`src/rtl/qe_pkg.sv`:
```
package qe_pkg;

  localparam logic [7:0] OP_CFG_RD  = 8'h65;
  localparam logic [7:0] OP_CFG_WR  = 8'h61;
  localparam logic [7:0] OP_WREN    = 8'h06;
  localparam logic [7:0] OP_STAT_RD = 8'h05;

  localparam logic [1:0] EC_NONE    = 2'd0;
  localparam logic [1:0] EC_TIMEOUT = 2'd1;
  localparam logic [1:0] EC_VERIFY  = 2'd2;

  typedef enum logic [2:0] {
    S_IDLE, S_RDCFG, S_WREN, S_WRCFG, S_POLL, S_VERIFY
  } step_t;

  // Quad enable is active-low on bit 7: clear it, keep the rest.
  function automatic logic [7:0] quad_cleared(input logic [7:0] v);
    return v & 8'h7F;
  endfunction

  // Status bit 0 reports a write still in progress.
  function automatic logic write_pending(input logic [7:0] s);
    return s[0];
  endfunction

  function automatic logic quad_live(input logic [7:0] v);
    return ~v[7];
  endfunction

endpackage

```
`src/rtl/qe_spi_frame.sv`:
```
module qe_spi_frame #(
  parameter int DIV = 4,
  parameter int GAP = 2
) (
  input  logic        clk,
  input  logic        rst_n,
  input  logic        go,
  input  logic        len16,
  input  logic [15:0] tx_word,
  input  logic        miso,
  output logic        cs_n,
  output logic        sclk,
  output logic        mosi,
  output logic [7:0]  rx_byte,
  output logic        fin
);
  localparam int LOW_T = DIV - DIV / 2;
  localparam int CW = (DIV > 1) ? $clog2(DIV) : 1;
  localparam int GW = $clog2(GAP + 1);
  localparam logic [CW-1:0] CNT_LAST = CW'(DIV - 1);
  localparam logic [CW-1:0] CNT_RISE = CW'(LOW_T);
  localparam logic [GW-1:0] GAP_LAST = GW'(GAP - 1);

  typedef enum logic [1:0] {E_IDLE, E_SHIFT, E_GAP} eng_t;

  eng_t          st;
  logic [CW-1:0] cnt;
  logic [3:0]    bcnt;
  logic [3:0]    blast;
  logic [15:0]   sh;
  logic [GW-1:0] gcnt;

  assign cs_n = (st != E_SHIFT);
  assign sclk = (st == E_SHIFT) && (cnt >= CNT_RISE);
  assign mosi = (st == E_SHIFT) && sh[15];

  always_ff @(posedge clk or negedge rst_n) begin
    if (!rst_n) begin
      st      <= E_IDLE;
      cnt     <= '0;
      bcnt    <= '0;
      blast   <= '0;
      sh      <= '0;
      gcnt    <= '0;
      rx_byte <= '0;
      fin     <= 1'b0;
    end else begin
      fin <= 1'b0;
      unique case (st)
        E_IDLE: if (go) begin
          sh    <= tx_word;
          blast <= len16 ? 4'd15 : 4'd7;
          bcnt  <= '0;
          cnt   <= '0;
          st    <= E_SHIFT;
        end
        E_SHIFT: begin
          if (cnt == CNT_RISE) rx_byte <= {rx_byte[6:0], miso};
          if (cnt == CNT_LAST) begin
            cnt <= '0;
            sh  <= {sh[14:0], 1'b0};
            if (bcnt == blast) begin
              st   <= E_GAP;
              gcnt <= '0;
            end else begin
              bcnt <= bcnt + 4'd1;
            end
          end else begin
            cnt <= cnt + CW'(1);
          end
        end
        E_GAP: begin
          gcnt <= gcnt + GW'(1);
          if (gcnt == GAP_LAST) begin
            st  <= E_IDLE;
            fin <= 1'b1;
          end
        end
        default: st <= E_IDLE;
      endcase
    end
  end

endmodule

```
`src/rtl/qe_step_ctrl.sv`:
```
module qe_step_ctrl
  import qe_pkg::*;
#(
  parameter int MAX_POLLS = 64
) (
  input  logic        clk,
  input  logic        rst_n,
  input  logic        start,
  input  logic        fin,
  input  logic [7:0]  rx_byte,
  output logic        go,
  output logic        len16,
  output logic [15:0] tx_word,
  output logic        busy,
  output logic        done,
  output logic        err,
  output logic [1:0]  err_code
);
  localparam int PW = $clog2(MAX_POLLS + 1);
  localparam logic [PW-1:0] POLL_LAST = PW'(MAX_POLLS - 1);

  step_t         step;
  logic          waiting;
  logic          pend;
  logic [7:0]    cfg;
  logic [PW-1:0] polls;

  assign busy = (step != S_IDLE);

  always_comb begin
    len16   = 1'b1;
    tx_word = {OP_CFG_RD, 8'h00};
    unique case (step)
      S_WREN:  begin tx_word = {OP_WREN, 8'h00}; len16 = 1'b0; end
      S_WRCFG: tx_word = {OP_CFG_WR, quad_cleared(cfg)};
      S_POLL:  tx_word = {OP_STAT_RD, 8'h00};
      default: tx_word = {OP_CFG_RD, 8'h00};
    endcase
  end

  always_ff @(posedge clk or negedge rst_n) begin
    if (!rst_n) begin
      step     <= S_IDLE;
      waiting  <= 1'b0;
      pend     <= 1'b1;
      cfg      <= '0;
      polls    <= '0;
      go       <= 1'b0;
      done     <= 1'b0;
      err      <= 1'b0;
      err_code <= EC_NONE;
    end else begin
      go <= 1'b0;
      if (step == S_IDLE) begin
        if (start || pend) begin
          pend     <= 1'b0;
          done     <= 1'b0;
          err      <= 1'b0;
          err_code <= EC_NONE;
          waiting  <= 1'b0;
          step     <= S_RDCFG;
        end
      end else if (!waiting) begin
        go      <= 1'b1;
        waiting <= 1'b1;
      end else if (fin) begin
        waiting <= 1'b0;
        unique case (step)
          S_RDCFG: begin
            cfg  <= rx_byte;
            step <= S_WREN;
          end
          S_WREN:  step <= S_WRCFG;
          S_WRCFG: begin
            polls <= '0;
            step  <= S_POLL;
          end
          S_POLL: begin
            polls <= polls + PW'(1);
            if (!write_pending(rx_byte)) begin
              step <= S_VERIFY;
            end else if (polls == POLL_LAST) begin
              err      <= 1'b1;
              err_code <= EC_TIMEOUT;
              step     <= S_IDLE;
            end
          end
          S_VERIFY: begin
            if (quad_live(rx_byte)) begin
              done <= 1'b1;
            end else begin
              err      <= 1'b1;
              err_code <= EC_VERIFY;
            end
            step <= S_IDLE;
          end
          default: step <= S_IDLE;
        endcase
      end
    end
  end

endmodule

```
`src/rtl/flash_quad_enabler.sv`:
```
module flash_quad_enabler #(
  parameter int DIV       = 4,
  parameter int GAP       = 2,
  parameter int MAX_POLLS = 64
) (
  input  logic       clk,
  input  logic       rst_n,
  input  logic       start,
  output logic       cs_n,
  output logic       sclk,
  output logic       mosi,
  input  logic       miso,
  output logic       busy,
  output logic       done,
  output logic       err,
  output logic [1:0] err_code
);
  // Hand-off between sequencing and shifting, named for the checker.
  logic        frame_go;
  logic        frame_fin;
  logic        frame_len16;
  logic [15:0] frame_tx;
  logic [7:0]  frame_rx;

  qe_step_ctrl #(.MAX_POLLS(MAX_POLLS)) u_ctrl (
    .clk      (clk),
    .rst_n    (rst_n),
    .start    (start),
    .fin      (frame_fin),
    .rx_byte  (frame_rx),
    .go       (frame_go),
    .len16    (frame_len16),
    .tx_word  (frame_tx),
    .busy     (busy),
    .done     (done),
    .err      (err),
    .err_code (err_code)
  );

  qe_spi_frame #(.DIV(DIV), .GAP(GAP)) u_frame (
    .clk     (clk),
    .rst_n   (rst_n),
    .go      (frame_go),
    .len16   (frame_len16),
    .tx_word (frame_tx),
    .miso    (miso),
    .cs_n    (cs_n),
    .sclk    (sclk),
    .mosi    (mosi),
    .rx_byte (frame_rx),
    .fin     (frame_fin)
  );

endmodule

```
`config.mk`:
```
export PLATFORM = sky130hd
export DESIGN_NAME = flash_quad_enabler
export DESIGN_NICKNAME = d
export VERILOG_FILES = /design/src/rtl/qe_pkg.sv /design/src/rtl/qe_spi_frame.sv /design/src/rtl/qe_step_ctrl.sv /design/src/rtl/flash_quad_enabler.sv
export SDC_FILE = /design/constraint.sdc
export NUM_CORES = 1
export LEC_CHECK = 0
export ABC_AREA = 1
export CORE_AREA = 5 5 105 107
export DETAILED_ROUTE_END_ITERATION = 8
export DIE_AREA = 0 0 110 112
export DONT_BUFFER_PORTS = 1
export PLACE_DENSITY_LB_ADDON = 0.15
export RECOVER_POWER = 100
export SYNTH_ARGS = -nofsm -noshare
export SYNTH_HDL_FRONTEND = slang
export SYNTH_SLANG_ARGS = --single-unit
```
`constraint.sdc`:
```
create_clock -name clk -period 3.7 [get_ports clk]
set_input_delay 0.74 -clock clk [delete_from_list [all_inputs] [get_ports clk]]
set_output_delay 0.74 -clock clk [all_outputs]
set_load 0.01 [all_outputs]
```
======== Word level (Yosys, flattened, before mapping) ========
Cells that the tools add are included.
W data, S select, Z words.
cells by class
  multiplexer cells ....................... 56
  add/subtract/negate cells ............... 4
  shift operators ......................... 0
  order comparisons ....................... 1
  reductions and logical operators ........ 26
  multipliers ............................. 0
  divide/modulo/power cells ............... 0
  equality and inequality tests ........... 24
  bitwise operators ....................... 1
operators by type and width
  kind                   count
  $pmux W15 S3           1
  $mux W16               2
  $pmux W16 S2           1
  $mux W2                15
  $reduce_and A4 Y1      5
  $mux W1                19
  $mux W3                6
  $mux W4                4
  $pmux W7 S2            1
  $ne A2 B2 Y1 const B   6
  $pmux W2 S2            3
  $pmux W3 S4            1
  $reduce_bool A2 Y1     6
  $ne A3 B1 Y1 const B   3
  $pmux W4 S2            1
  $reduce_and A2 Y1      4
  $add A7 B1 Y7 const B  1
  $eq A7 B6 Y1 const B   1
  $reduce_and A7 Y1      1
  $eq A2 B2 Y1 const B   3
  $eq A3 B2 Y1 const B   2
  $eq A3 B3 Y1 const B   2
  $pmux W2 S3            1
  $reduce_and A3 Y1      2
  other kinds (16)       21
storage, ports and cells
  input port bits ......................... 4
  flip-flop bits (word level) ............. 63
  bits in latches ......................... 0
  output and inout port bits .............. 8
  memory bits (writable) .................. 0
  word-level logic and storage cells ...... 129
  memories kept ........................... 0
  memory bits (read-only) ................. 0

======== Longest topological paths before layout ========
  word-level depth ........................ 7
  mapped depth ............................ 10
  gate-level depth less buffers ........... 10

======== Hierarchy ========
A second synthesis with hierarchy kept.
unflattened totals
  cell total of the unflattened synthesis .. 380
  area, all modules ....................... 3,103.0 µm²
modules (own cells, without submodules)
  module        cells each  times used  seq. area each (µm²)  area each (µm²)
  qe_spi_frame  200         1           925.9                 1,778.0
  qe_step_ctrl  180         1           601.8                 1,325.0

======== Worst setup path after synthesis ========
OpenSTA, ideal clock, no wires.
  kind .................................... flip-flop to output port
  start point ............................. reg u_frame.st[1]
  end point ............................... out sclk
  data arrival time ....................... 1.246 ns
  cell stages (with the launch flop) ...... 6
  path slack .............................. 1.714 ns
  required time ........................... 2.960 ns
  buffers on the path ..................... 1
  cell sequence ........................... dfrtp_1 inv_1 ha_1 nand2_1 clkbuf_1 o21ai_0
on the way
  cells in the longest elaborated chain, start to end .. 2
ends and longest elaborated chain
  item                    line                      text
  from (decl)             qe_spi_frame.sv:26        eng_t st;
  from (signal assigned)  qe_spi_frame.sv:39        st <= E_IDLE;
  from (signal assigned)  qe_spi_frame.sv:55        st <= E_SHIFT;
  from (signal assigned)  qe_spi_frame.sv:63        st <= E_GAP;
  $eq A2 B1 Y1            qe_spi_frame.sv:34        assign sclk = (st == E_SHIFT) && (cnt >= CNT_RISE);
  $logic_and A1 B1 Y1     qe_spi_frame.sv:34
  to (decl)               flash_quad_enabler.sv:10  output logic sclk,
No other way between the ends.

======== Worst setup path after layout ========
  start point ............................. reg u_frame.st[1]
  end point ............................... reg u_frame.bcnt[1]
on the way
  cells in the longest elaborated chain, start to end .. 3
  elaborated cells between the ends (all ways) .. 8
  classes of those cells .................. 4 x eq/ne; 1 x mux; 3 x reduce/logical
ends and longest elaborated chain
  item                                                                 line                text
  $eq A2 B1 Y1 / $logic_not A2 Y1 (equally long branches)              qe_spi_frame.sv:49  unique case (st)
  $ne A2 B2 Y1 (no line) / $reduce_bool A2 Y1 (equally long branches)  n/a
  $reduce_and A4 Y1 (no line)                                          n/a
  to (signal assigned)                                                 qe_spi_frame.sv:66  bcnt <= bcnt + 4'd1;
  to (decl)                                                            qe_spi_frame.sv:28  logic [3:0] bcnt;
Parallel ways exist; a longest one is shown, timed or not.
A chain may end at the register's enable or synchronous reset.

==> flow_summary.yaml <==
status:
  status: "finished clean"
synth:
  synth_mux_area_frac: 0
  synth-compound-area-share: 0.104
  synthSimpleGateAreaFrac: 0.265
  synth_area_per_cell_um2: 8.15
  postSynthCellCount: 360
  synth_cell_types: 30
  synthesis.area_um2: 2930
  synth_warnings: 0
  yosysSeqAreaShare: 0.521
  synth_nets: 373
  synth_adder_area_share: 0.0384
  synth_top_family_by_area: "simple AND/OR/NAND/NOR gates"
  synthXorXnorAreaFrac: 0.00597
  ys_seq_elements: 61
detailed_routing:
  wire_per_inst_um: 12.2
  drt_iter0_drc: 71
  vias_per_cell: 4.53
  first_pass_iters: 4
  drc: 0
  ant_nets: 0
  wirelength_um: 6190
  vias: 2291
critical_path:
  cp-start-kind: "register"
  arrival_ns: 3.12
  crit_family: "simple AND/OR/NAND/NOR gates"
  critPathMaxStageDelay_ns: 0.50
  path_common_cell: "nand2_1"
  crit_chain: "inv_1, ha_1, inv_1, o21ai_0, nand2_1, inv_4, nand2_1, nand2_1, nand2_1"
  cp_max_fo: 19
  crit_type: "register to register"
  critPathBufInv: 3
  cpMaxStageDelayCell: "nand2_1"
  critical_path_required_ns: 3.92
  critical_path.endpoint_type: "register"
grt:
  antenna_found_initial: 0
  grt_pass1_wl_um: 10900
  gr-total-overflow: 0
  grt_pass1_vias: 2245
  grt_max_degree: 62
  grt_use_total: 0.111
clock_network:
  post_cts_resized: 0
  clockBufferDepth: 2
  path_clk_slew_ns: 0.07
  clkSinkCount: 61
  insertion_delay_ns: 0.33
  cts_hold_buf: 0
  post_cts_buffers: 0
  htreeDepth: 3
  cts_tree: "yes"
  cts_buffers: 9
  root_buffer: "clkbuf_8"
sta:
  min_period_ns: 2.90
  fin_crit_sh: 0.784
  fmax_mhz: 345
  timing.slew.headroom: 0.562
  clock_skew_ns: 0.00736
  worst_pin_slew_ns: 0.655
  setup_tns_ns: 0
  rsz0062_at_grt: "false"
  hold_violations: 0
  drv_slew: 0
  final-setup-viol-count: 0
hold_path:
  min_path_type: "input pin to asynchronous set/reset pin"
pwr:
  peakVddDrop_mv: 0.221
  p_leak_nw: 1.61
  p_per_area_nw_per_um2: 777
run:
  cap_violations: 0
die:
  rows: 37
  die-area_um2: 12300
  die_width_um: 110
  initial_core_util: 0.292
  ios: 12
  fp.dieH_um: 112
  coreArea_um2: 10000
final_layout:
  fillCellCount: 1105
  syn_to_final_growth_pct: 11.3
  drive_gt1_frac: 0.0514
  postLayoutCellArea_um2: 3270
  layout.nets: 378
  n_antenna_cell: 0
placed_design:
  place_area_um2: 3080
  portBuffers: 0
  gp_congestion: 0.746
  dp.final_hpwl_um: 4300
==> layout by cell type (no fill, tap or decap), types with 2 or more instances in the layout <==
| cell | instances |
|---|---|
| a21oi_1 | 22 |
| bufinv_16 | 2 |
| clkbuf_8 | 10 |
| clkinv_2 | 2 |
| dfrtp_1 | 60 |
| ha_1 | 9 |
| inv_1 | 40 |
| nand2_1 | 102 |
| nand3_1 | 35 |
| nand4_1 | 11 |
| nor2_1 | 34 |
| o21ai_0 | 29 |
==> stage by stage <==
step / instances / utilization / power, mW / hold slack, ns / setup WS [ns]
after global placement: 490 / 0.307 / 1.94 / 0.433 / 1.34
after global routing: 506 / 0.325 / 2.78 / 0.0721 / 0.418
after detailed placement: 490 / 0.307 / 1.95 / 0.437 / 1.29
after CTS: 506 / 0.329 / 2.62 / 0.0768 / 0.897
after floorplan: 360 / - / 1.73 / 0.424 / 1.71
final: 506 / 0.325 / 2.54 / 0.0971 / 0.798
==> logic make-up after synthesis <==
logic type	count (synthesis)
flops	61
compound gates	56
buf+inv	49
fa+ha+maj	9
simple gates	183
xor+xnor	2
==> cells in the mapped netlist (all sizes together) <==
master  number  share of area
ha           9          0.038
clkbuf       4         0.0051
o31ai        1         0.0026
nand3       35          0.060
o21ai       29          0.053
nand4       11          0.023
o21bai       1         0.0026
inv         41          0.053
dfstp        1         0.0090
nand2      102           0.13
or2          1         0.0021
dfrtp       60           0.51
buf          3         0.0060
o211ai       1         0.0026
xor2         1         0.0030
xnor2        1         0.0030
nor2        34          0.047
a21oi       22          0.039
o22ai        1         0.0021
a31oi        1         0.0021
clkinv       1         0.0013
==> cell type report <==
type,instances,area [um^2],share of cell area
Clock buffer,10,138,0.0421
Clock inverter,6,86.3,0.0264
Inverter,42,160,0.0490
Multi-Input combinational cell,250,1180,0.362
Sequential cell,61,1530,0.468
Tap cell,136,170,0.0521
Timing Repair Buffer,1,3.75,0.00115
==> sequential cells by signal, summed over array words and instances (netlist names), 2 cells and up <==
register	count
u_ctrl.err_code	2
u_ctrl.polls	7
u_frame.sh	16
u_frame.rx_byte	8
u_frame.blast	2
u_frame.gcnt	2
u_frame.bcnt	4
u_frame.st	2
u_ctrl.step	3
u_ctrl.cfg	7
u_frame.cnt	2
==> metal layers <==
metal,part of all wire,wire [um],track usage,vias to the layer above
met1,0.52,3210,0.154,1077
li1,-,-,-,1176
met5,0,0,0,-
met3,0.025,153,0.0226,11
met4,0.020,125,0.0474,0
met2,0.44,2700,0.167,27
==> where the power goes <==
part | switching [mW] | internal (mW)
sequential | 0.144 | 0.869
clock | 0.271 | 0.396
combinational | 0.597 | 0.263
total | 1.01 | 1.53
==> final timing paths <==
path                       depth (start not counted)  slack, ns          start              end
max in group asynchronous                          0       3.41          rst_n      u_ctrl.pend
max reg2reg                                        9       0.80  u_frame.st[1]  u_frame.bcnt[1]
max                                                9       0.80  u_frame.st[1]  u_frame.bcnt[1]
min reg2reg                                        2       0.45    u_ctrl.pend      u_ctrl.pend
min in group clk                                   2       0.45    u_ctrl.pend      u_ctrl.pend
min                                                0        0.1          rst_n   u_frame.cnt[1]
No activity file was read; power rests on OpenSTA's default activity.
